==> config.mk <==
export PLATFORM = sky130hd
export DESIGN_NAME = cs_tracker
export DESIGN_NICKNAME = d
export VERILOG_FILES = /design/src/rtl/cst_pkg.sv /design/src/rtl/cst_match.sv /design/src/rtl/cst_table.sv /design/src/rtl/cst_decide.sv /design/src/rtl/cs_tracker.sv
export SDC_FILE = /design/constraint.sdc
export NUM_CORES = 1
export LEC_CHECK = 0
export BUFFER_PORTS_ARGS = -buffer_cell sky130_fd_sc_hd__buf_2
export CAP_MARGIN = 20
export CORE_AREA = 2 2 257 183
export DETAILED_ROUTE_END_ITERATION = 8
export DIE_AREA = 0 0 259 185
export PLACE_DENSITY = 0.54
export SLEW_MARGIN = 20
export SYNTH_ARGS = -nofsm -noshare
export SYNTH_HDL_FRONTEND = slang
export SYNTH_SLANG_ARGS = --single-unit
==> constraint.sdc <==
create_clock -name clk -period 3.96 [get_ports clk]
set_input_delay 0.396 -clock clk [delete_from_list [all_inputs] [get_ports clk]]
set_output_delay 0.396 -clock clk [all_outputs]
set_load 0.05 [all_outputs]
==> src/rtl/cst_pkg.sv <==
// Shared opcodes, error codes and helpers for the control structure tracker.
// Assumes opcode and error encodings are fixed at 3 bits.
package cst_pkg;

    typedef enum logic [2:0] {
        OP_NOP    = 3'd0,
        OP_LOAD   = 3'd1,
        OP_CLEAR  = 3'd2,
        OP_LAUNCH = 3'd3,
        OP_RESUME = 3'd4,
        OP_STORE  = 3'd5
    } cst_op_e;

    typedef enum logic [2:0] {
        E_NONE   = 3'd0,
        E_ALIGN  = 3'd1,
        E_REV    = 3'd2,
        E_SHADOW = 3'd3,
        E_FULL   = 3'd4,
        E_NOCUR  = 3'd5,
        E_STATE  = 3'd6,
        E_BADOP  = 3'd7
    } cst_err_e;

endpackage

==> src/rtl/cst_match.sv <==
// Associative lookup over the slot table: finds the active slot whose page
// tag equals the command tag, and the lowest-numbered free slot.
// Assumes at most one active slot holds a given tag (the loader keeps it so).
module cst_match #(
    parameter int SLOTS = 4,
    parameter int TAG_W = 52,
    parameter int IDX_W = 2
) (
    input  logic [SLOTS-1:0]            valid,
    input  logic [SLOTS-1:0][TAG_W-1:0] tags,
    input  logic [TAG_W-1:0]            key,
    output logic                        hit,
    output logic [IDX_W-1:0]            hit_idx,
    output logic                        has_free,
    output logic [IDX_W-1:0]            free_idx
);

    logic [SLOTS-1:0] hit_vec;

    // One comparator per slot.
    for (genvar s = 0; s < SLOTS; s++) begin : g_cmp
        assign hit_vec[s] = valid[s] && (tags[s] == key);
    end

    // Encode the hit vector and pick the lowest free slot.
    always_comb begin
        hit_idx  = '0;
        free_idx = '0;
        for (int i = SLOTS - 1; i >= 0; i--) begin
            if (hit_vec[i]) hit_idx  = IDX_W'(i);
            if (!valid[i])  free_idx = IDX_W'(i);
        end
    end

    assign hit      = |hit_vec;
    assign has_free = ~&valid;

endmodule

==> src/rtl/cst_table.sv <==
// Slot storage: per slot an active flag, a launched flag and the page tag.
// Assumes the controller never requests two updates to the same slot in one cycle.
module cst_table #(
    parameter int SLOTS = 4,
    parameter int TAG_W = 52,
    parameter int IDX_W = 2
) (
    input  logic                        clk,
    input  logic                        rst_n,
    input  logic                        alloc,
    input  logic [IDX_W-1:0]            alloc_idx,
    input  logic [TAG_W-1:0]            alloc_tag,
    input  logic                        inval,
    input  logic [IDX_W-1:0]            inval_idx,
    input  logic                        mark,
    input  logic [IDX_W-1:0]            mark_idx,
    output logic [SLOTS-1:0]            valid,
    output logic [SLOTS-1:0][TAG_W-1:0] tags,
    output logic [SLOTS-1:0]            launched
);

    for (genvar s = 0; s < SLOTS; s++) begin : g_slot
        logic             v_q;
        logic             l_q;
        logic [TAG_W-1:0] t_q;

        // Update one slot on allocate, invalidate or launch-mark.
        always_ff @(posedge clk) begin
            if (!rst_n) begin
                v_q <= 1'b0;
                l_q <= 1'b0;
                t_q <= '0;
            end else if (alloc && alloc_idx == IDX_W'(s)) begin
                v_q <= 1'b1;
                l_q <= 1'b0;
                t_q <= alloc_tag;
            end else if (inval && inval_idx == IDX_W'(s)) begin
                v_q <= 1'b0;
                l_q <= 1'b0;
            end else if (mark && mark_idx == IDX_W'(s)) begin
                l_q <= 1'b1;
            end
        end

        assign valid[s]    = v_q;
        assign launched[s] = l_q;
        assign tags[s]     = t_q;
    end

endmodule

==> src/rtl/cst_decide.sv <==
// Combinational command decoder: applies the checks for each opcode and
// produces the pass/fail result plus the table and current-pointer updates.
// Assumes inputs describe the state before the command takes effect.
module cst_decide
    import cst_pkg::*;
#(
    parameter int HDR_W = 32,
    parameter int IDX_W = 2
) (
    input  logic             cmd_valid,
    input  cst_op_e          op,
    input  logic             aligned,
    input  logic [HDR_W-1:0] hdr,
    input  logic [HDR_W-2:0] exp_rev,
    input  logic             shadow_ok,
    input  logic             hit,
    input  logic [IDX_W-1:0] hit_idx,
    input  logic             has_free,
    input  logic [IDX_W-1:0] free_idx,
    input  logic             cur_vld,
    input  logic [IDX_W-1:0] cur_idx,
    input  logic             cur_launched,
    output logic             ok,
    output cst_err_e         err,
    output logic             alloc,
    output logic             inval,
    output logic             mark,
    output logic             set_cur,
    output logic [IDX_W-1:0] new_cur_idx,
    output logic             drop_cur
);

    // Decide the outcome and side effects of the presented command.
    always_comb begin
        ok          = 1'b0;
        err         = E_NONE;
        alloc       = 1'b0;
        inval       = 1'b0;
        mark        = 1'b0;
        set_cur     = 1'b0;
        drop_cur    = 1'b0;
        new_cur_idx = hit_idx;
        if (cmd_valid) begin
            case (op)
                OP_LOAD: begin
                    if (!aligned)                           err = E_ALIGN;
                    else if (hdr[HDR_W-2:0] != exp_rev)     err = E_REV;
                    else if (hdr[HDR_W-1] && !shadow_ok)    err = E_SHADOW;
                    else if (hit) begin
                        ok      = 1'b1;
                        set_cur = 1'b1;
                    end else if (has_free) begin
                        ok          = 1'b1;
                        alloc       = 1'b1;
                        set_cur     = 1'b1;
                        new_cur_idx = free_idx;
                    end else                                err = E_FULL;
                end
                OP_CLEAR: begin
                    if (!aligned) err = E_ALIGN;
                    else begin
                        ok = 1'b1;
                        if (hit) begin
                            inval    = 1'b1;
                            drop_cur = cur_vld && (cur_idx == hit_idx);
                        end
                    end
                end
                OP_LAUNCH: begin
                    if (!cur_vld)          err = E_NOCUR;
                    else if (cur_launched) err = E_STATE;
                    else begin
                        ok   = 1'b1;
                        mark = 1'b1;
                    end
                end
                OP_RESUME: begin
                    if (!cur_vld)           err = E_NOCUR;
                    else if (!cur_launched) err = E_STATE;
                    else                    ok  = 1'b1;
                end
                OP_STORE: ok  = 1'b1;
                default:  err = E_BADOP;
            endcase
        end
    end

endmodule

==> src/rtl/cs_tracker.sv <==
// Control structure state tracker top: slot table, lookup, command decoder,
// current-pointer register and registered one-cycle response.
// Assumes SLOTS >= 2 and PAGE_W < ADDR_W; one command per cycle at most.
module cs_tracker
    import cst_pkg::*;
#(
    parameter int SLOTS  = 4,
    parameter int ADDR_W = 64,
    parameter int PAGE_W = 12,
    parameter int HDR_W  = 32
) (
    input  logic              clk,
    input  logic              rst_n,
    input  logic              cmd_valid,
    input  logic [2:0]        cmd_op,
    input  logic [ADDR_W-1:0] cmd_addr,
    input  logic [HDR_W-1:0]  cmd_hdr,
    input  logic [HDR_W-2:0]  exp_rev,
    input  logic              shadow_ok,
    output logic              rsp_valid,
    output logic              rsp_ok,
    output logic [2:0]        rsp_err,
    output logic [ADDR_W-1:0] rsp_ptr,
    output logic [ADDR_W-1:0] cur_ptr
);

    localparam int TAG_W = ADDR_W - PAGE_W;
    localparam int IDX_W = $clog2(SLOTS);

    logic [SLOTS-1:0]            valid;
    logic [SLOTS-1:0][TAG_W-1:0] tags;
    logic [SLOTS-1:0]            launched;
    logic                        hit, has_free;
    logic [IDX_W-1:0]            hit_idx, free_idx;
    logic                        cur_vld;
    logic [IDX_W-1:0]            cur_idx;
    logic                        ok, alloc, inval, mark, set_cur, drop_cur;
    logic [IDX_W-1:0]            new_cur_idx;
    cst_err_e                    err;
    logic                        aligned;
    cst_op_e                     op;

    assign aligned = (cmd_addr[PAGE_W-1:0] == '0);
    assign op      = cst_op_e'(cmd_op);

    cst_match #(.SLOTS(SLOTS), .TAG_W(TAG_W), .IDX_W(IDX_W)) u_match (
        .valid    (valid),
        .tags     (tags),
        .key      (cmd_addr[ADDR_W-1:PAGE_W]),
        .hit      (hit),
        .hit_idx  (hit_idx),
        .has_free (has_free),
        .free_idx (free_idx)
    );

    cst_decide #(.HDR_W(HDR_W), .IDX_W(IDX_W)) u_decide (
        .cmd_valid    (cmd_valid),
        .op           (op),
        .aligned      (aligned),
        .hdr          (cmd_hdr),
        .exp_rev      (exp_rev),
        .shadow_ok    (shadow_ok),
        .hit          (hit),
        .hit_idx      (hit_idx),
        .has_free     (has_free),
        .free_idx     (free_idx),
        .cur_vld      (cur_vld),
        .cur_idx      (cur_idx),
        .cur_launched (launched[cur_idx]),
        .ok           (ok),
        .err          (err),
        .alloc        (alloc),
        .inval        (inval),
        .mark         (mark),
        .set_cur      (set_cur),
        .new_cur_idx  (new_cur_idx),
        .drop_cur     (drop_cur)
    );

    cst_table #(.SLOTS(SLOTS), .TAG_W(TAG_W), .IDX_W(IDX_W)) u_table (
        .clk       (clk),
        .rst_n     (rst_n),
        .alloc     (alloc),
        .alloc_idx (free_idx),
        .alloc_tag (cmd_addr[ADDR_W-1:PAGE_W]),
        .inval     (inval),
        .inval_idx (hit_idx),
        .mark      (mark),
        .mark_idx  (cur_idx),
        .valid     (valid),
        .tags      (tags),
        .launched  (launched)
    );

    // Current-pointer register: set by a passing load, dropped by clear.
    always_ff @(posedge clk) begin
        if (!rst_n) begin
            cur_vld <= 1'b0;
            cur_idx <= '0;
        end else if (set_cur) begin
            cur_vld <= 1'b1;
            cur_idx <= new_cur_idx;
        end else if (drop_cur) begin
            cur_vld <= 1'b0;
        end
    end

    assign cur_ptr = cur_vld ? {tags[cur_idx], {PAGE_W{1'b0}}} : {ADDR_W{1'b1}};

    // Response register: result of the command from the previous cycle.
    always_ff @(posedge clk) begin
        if (!rst_n) begin
            rsp_valid <= 1'b0;
            rsp_ok    <= 1'b0;
            rsp_err   <= 3'd0;
            rsp_ptr   <= '0;
        end else begin
            rsp_valid <= cmd_valid;
            rsp_ok    <= ok;
            rsp_err   <= err;
            rsp_ptr   <= (cmd_valid && op == OP_STORE) ? cur_ptr : '0;
        end
    end

endmodule

# Yosys cells after proc, flatten, opt, wreduce, memory -nomap -nowiden
# Cells that the tools add are included.
dict set report word_totals {
  register_bits 288
  output_inout_bits 133
  elab_cells 147
}
dict set report op_classes {
  n_lt_le_gt_ge 1
  eq_ne 20
  mux 70
  bitwise_logic 1
  n_reduce_logical 37
}
# cell n
set op_table {}
lappend op_table {{$eq 52x52->1} 4}
lappend op_table {{$bmux 52 s2} 1}
lappend op_table {{$mux 64} 1}
lappend op_table {{$mux 52} 1}
lappend op_table {{$mux 1} 40}
lappend op_table {{$ne 31x31->1} 1}
lappend op_table {{$mux 2} 15}
lappend op_table {{$mux 3} 9}
lappend op_table {{$logic_and 1x1->1} 19}
lappend op_table {{$pmux 3 s5} 1}
lappend op_table {{$eq 2x2->1 const B} 6}
lappend op_table {{$logic_not 12->1} 1}
lappend op_table {{$reduce_or 3->1} 4}
lappend op_table {{$reduce_bool 2->1} 5}
lappend op_table {{$eq 2x1->1 const B} 3}
lappend op_table {{$eq 3x2->1 const B} 2}
lappend op_table {{$eq 3x3->1 const B} 2}
lappend op_table {{$logic_not 2->1} 3}
lappend op_table {{$pmux 1 s5} 1}
lappend op_table {{$reduce_and 2->1} 2}
lappend op_table {{$reduce_and 4->1} 1}
lappend op_table {{$reduce_or 4->1} 1}
lappend op_table {{$eq 3x1->1 const B} 1}
lappend op_table {{$lt 2x3->1 const B} 1}
lappend op_table {{other kinds (4)} 4}

# Logic depth before layout (Yosys ltp)
dict set report depth {
  word_depth 14
  depth_mapped 12
  ltp_nobuf 8
}

# Cells and area by module
# From an unflattened synthesis, not the netlist that was laid out.
dict set report unflattened {
  hier_cells 1741
  area_unflattened_um2 15457.3
}
# mod n_inst cells_per_inst area_each_um2
set modules_own_cells {}
lappend modules_own_cells {cst_table 1 952 8130.3}
lappend modules_own_cells {cs_tracker 1 352 4056.4}
lappend modules_own_cells {cst_match 1 335 2549.9}
lappend modules_own_cells {cst_decide 1 102 720.7}

# Worst setup path before layout
# OpenSTA, ideal clock, no wires.
dict set report synth_timing {
  kind {input to register}
  start {input port cmd_addr[55]}
  end {register cur_vld}
  setup_time_ps 125
  t_arrival_ps 3067
  t_required_ps 3835
  setup_slack_ps 768
  cell_stages 9
  path_buffers 1
  cell_sequence {clkbuf_1 xor2_1 or4_1 or4_1 or4_4 or2_1 a21boi_4 xor2_1 o41a_1}
}
dict set report synth_via {
  elab_chain_cells 13
  word_cells_on_any_way 27
  classes_between {eq/ne (5); mux (15); reduce/logical (7)}
}
# element line_no
set synth_lines {}
lappend synth_lines {{start, declared} cs_tracker.sv:16} ;# input logic [ADDR_W-1:0] cmd_addr,
lappend synth_lines {{$eq 52x52->1} cst_match.sv:22} ;# assign hit_vec[s] = valid[s] && (tags[s] == key);
lappend synth_lines {{$logic_and 1x1->1} cst_match.sv:22}
lappend synth_lines {{$mux 2 (4 in a row)} cst_match.sv:30} ;# if (hit_vec[i]) hit_idx = IDX_W'(i);
lappend synth_lines {{$eq 2x2->1} cst_decide.sv:65} ;# drop_cur = cur_vld && (cur_idx == hit_idx);
lappend synth_lines {{$logic_and 1x1->1} cst_decide.sv:65}
lappend synth_lines {{$mux 1} cst_decide.sv:63} ;# if (hit) begin
lappend synth_lines {{$mux 1} cst_decide.sv:60} ;# if (!aligned) err = E_ALIGN;
lappend synth_lines {{$mux 1} cst_decide.sv:44} ;# case (op)
lappend synth_lines {{$mux 1} cst_decide.sv:43} ;# if (cmd_valid) begin
lappend synth_lines {{$reduce_bool 2->1 (no line)} n/a}
lappend synth_lines {{end signal, assigned} cs_tracker.sv:98} ;# cur_vld <= 1'b0;
lappend synth_lines {{end signal, assigned} cs_tracker.sv:101} ;# cur_vld <= 1'b1;
lappend synth_lines {{end signal, assigned} cs_tracker.sv:104} ;# cur_vld <= 1'b0;
lappend synth_lines {{end, declared} cs_tracker.sv:35} ;# logic cur_vld;
# Parallel ways exist; a longest one is shown, timed or not.
# A chain may end at the register's enable or synchronous reset.

# Final worst setup path
dict set report layout_timing {
  start {register u_table.g_slot[0].t_q[17]}
  end {register u_table.g_slot[0].t_q[31]}
}
dict set report layout_via {
  elab_chain_cells 10
}
# element line_no
set layout_lines {}
lappend layout_lines {{start, declared} cst_table.sv:25} ;# logic [TAG_W-1:0] t_q;
lappend layout_lines {{start signal, assigned} cst_table.sv:36} ;# t_q <= alloc_tag;
lappend layout_lines {{$eq 52x52->1} cst_match.sv:22}
lappend layout_lines {{$logic_and 1x1->1} cst_match.sv:22}
lappend layout_lines {{$reduce_or 4->1} cst_match.sv:35} ;# assign hit = |hit_vec;
lappend layout_lines {{$mux 1} cst_decide.sv:49} ;# else if (hit) begin
lappend layout_lines {{$mux 1} cst_decide.sv:48} ;# else if (hdr[HDR_W-1] && !shadow_ok) err = E_SHADOW;
lappend layout_lines {{$mux 1} cst_decide.sv:47} ;# else if (hdr[HDR_W-2:0] != exp_rev) err = E_REV;
lappend layout_lines {{$mux 1} cst_decide.sv:46} ;# if (!aligned) err = E_ALIGN;
lappend layout_lines {{$mux 1} cst_decide.sv:44}
lappend layout_lines {{$mux 1} cst_decide.sv:43}
lappend layout_lines {{$logic_and 1x1->1} cst_table.sv:33} ;# end else if (alloc && alloc_idx == IDX_W'(s)) begin
# Every way passes these cells.

==> results.yml <==
grt:
  busiest_layer: "met1"
  use_met2_pct: 34.7
  grtUsageMet3_pct: 4.99
  grt_use_met1_pct: 36.6
  antenna_found_initial: 5
  grt_pass1_wl_um: 83700
  grt_util_all_layers_pct: 23.9
  grt_pass1_vias: 11600
  grt_max_degree: 117
  overflow: 0
logic_synthesis:
  synth-edff-count: 0
  syn-instance-count: 1605
  syn_area_per_cell_um2: 9.84
  yosys.area.top_type: "dfxtp_1"
  synthDistinctLibCells: 58
  synth.area.top_cells: "dfxtp_1 35%, mux2i_1 13%, nor2b_1 10%, xor2_1 9.5%, mux4_2 7.6%"
  synth_top_area_share_pct: 35.1
  synthFlopType: "dfxtp_1"
  ys_async_sr_fraction_pct: 0
  ys_warn_count: 0
  seq_area_frac_synth_pct: 35.1
  synth_fp_nets: 1739
  ys_ff_latch: 277
  synth_area_um2: 15800
finish:
  area_growth_syn_to_layout_pct: 17.0
  final_common_cell: "dfxtp_1"
  final_cell_mix: "274 x dfxtp_1, 265 x nor2b_1, 265 x buf_2"
  fill_cells: 4536
  nets: 1905
  utilization_pct: 40.5
  design_area_um2: 18500
  drive_above_1_share_pct: 22.8
route:
  drc: 0
  ant_nets: 0
  drtPass1Iterations: 7
  initialDrtViolationCount: 1199
  vias: 12500
  wirelength_um: 58300
  post_drt_wl_per_cell_um: 24.2
  vias_per_cell: 5.20
sta:
  slew_viol_final: 0
  tightest_slew_ns: 1.01
  fin_crit_sh_pct: 81.7
  hold_violations: 0
  setup_violations: 0
  rsz0062_at_grt: "no"
  clock_skew_ns: 0.0181
  fin_crit_ns: 3.23
  relSlewSlack_pct: 32.6
  whs_ns: 0.117
  fmax_mhz: 309
  tns_ns: 0
floorplan:
  start_util_pct: 34.6
  num_rows: 66
  pin_count: 267
  die_area_um2: 47900
  die_width_um: 259
  core_area_um2: 45700
  fp.dieH_um: 185
worst_setup_path:
  cp_max_fo: 40
  critPathCaptureType: "flop"
  worstSetupPathType: "flop to flop"
  critical_path_required_ns: 4.43
  r2r_cells: 10
  cp.arrival_ns: 3.70
  cp-start-kind: "flop"
power:
  max-vdd-ir-drop_mv: 0.316
  p_comb_share_pct: 8.7
  seqPwrFrac_pct: 42.4
  leakagePower_nw: 6.47
  p_switching_w: 0.00165
  sw_frac_of_total_pct: 24.9
  power_w: 0.00660
  intPower_w: 0.00495
  p_per_area_nw_per_um2: 357
  clkPwrFrac_pct: 48.9
flow_run:
  cap_violations: 0
cts:
  post_cts_resized: 0
  cts_max_path_buffers: 3
  cts_tree: "built"
  hold_buffers: 0
  cts_setup_buffers: 0
  htree_num_levels: 1
  clkSlewWorstSetupHoldPaths_ns: 0.06
  root_buffer: "clkbuf_16"
  cts.sinks: 277
  cts_buffers: 30
  clkLatencyLatePin_ns: 0.59
placement:
  gp_congestion: 0.994
  hpwl_um: 44900
  numPortBuffers: 266
  dpl-instance-area_um2: 17300
hold_path:
  whs_path_depth: 3
  hold_class: "input pin to flop"
status:
  status: "finished clean"
flip-flops by register name (all words and copies together) (netlist names):
signal / flops
u_table.g_slot.v_q: 4
u_table.g_slot.l_q: 4
cur_idx: 2
rsp_valid: 1
rsp_ptr: 53
u_table.g_slot.t_q: 208
rsp_ok: 1
cur_vld: 1
rsp_err: 3
power groups by stage:
stage                     clock [W]  sequential (W)  combinational [W]
after floorplan                   0         0.00290           0.000288
after global placement            0         0.00286           0.000559
after detailed placement          0         0.00286           0.000558
after CTS                   0.00329         0.00280           0.000561
after global routing        0.00340         0.00280           0.000598
final                       0.00323         0.00280           0.000572
synth_stat cells, types with 4 or more instances:
cell / instances
o2111ai_1: 6
nand2b_1: 120
buf_2: 8
or4_1: 4
xnor2_1: 37
and3_1: 6
and2_1: 6
nor2_1: 21
nor4b_1: 5
nor2b_1: 265
buf_4: 23
xor2_1: 172
or2_2: 4
buf_6: 20
a21oi_1: 7
buf_1: 7
nor3b_1: 4
inv_1: 21
nor4_1: 78
nand2_1: 22
o21ai_0: 13
mux4_2: 53
mux2i_1: 208
nand4_1: 47
clkbuf_1: 93
nor3_1: 18
nand3_1: 17
dfxtp_1: 277
logic make-up after synthesis:
family	share of synthesized area (%)
simple gates	24.5
flops	35.1
mux	20.7
xor+xnor	11.6
buf+inv	5.65
compound gates	2.46
routing by layer:
| metal | vias up | wire length (um) |
|---|---|---|
| met5 | - | 28 |
| met4 | 6 | 849 |
| met3 | 59 | 4230 |
| met2 | 419 | 24100 |
| met1 | 6195 | 29000 |
| li1 | 5843 | - |
worst paths after layout:
path / start / end / slack, ns
max: u_table.g_slot[0].t_q[17] / u_table.g_slot[0].t_q[31] / 0.73
min: rst_n / rsp_err[1] / 0.12
max reg2reg: u_table.g_slot[0].t_q[17] / u_table.g_slot[0].t_q[31] / 0.73
min reg2reg: u_table.g_slot[0].l_q / u_table.g_slot[0].l_q / 0.52
through the flow:
step / instances / worst slack [ns]
finish: 2409 / 0.725
global placement: 2351 / 0.451
CTS: 2407 / 0.716
global route: 2407 / 0.637
floorplan: 1605 / 0.768
detailed placement: 2351 / 0.412
worst max-delay path: stages, from the launching register on:
cell and delay (ns):
dfxtp_1 0.33, xor2_1 0.21, or4_1 0.52, or4_1 0.53, or4_4 0.51, o22ai_2 0.16
buf_4 0.21, nor4_2 0.08, buf_12 0.24, mux2i_1 0.22, nor2b_1 0.06
layout make-up:
type | count | area (um2) | area share, %
Multi-Input combinational cell | 1156 | 9390 | 50.8
Sequential cell | 277 | 5550 | 30.0
Timing Repair Buffer | 285 | 1550 | 8.40
Clock buffer | 41 | 903 | 4.89
Tap cell | 612 | 766 | 4.14
Clock inverter | 15 | 230 | 1.25
Inverter | 21 | 78.8 | 0.427
Antenna cell | 2 | 5.00 | 0.0271
Note: power is estimated with default switching activity, not from simulation.
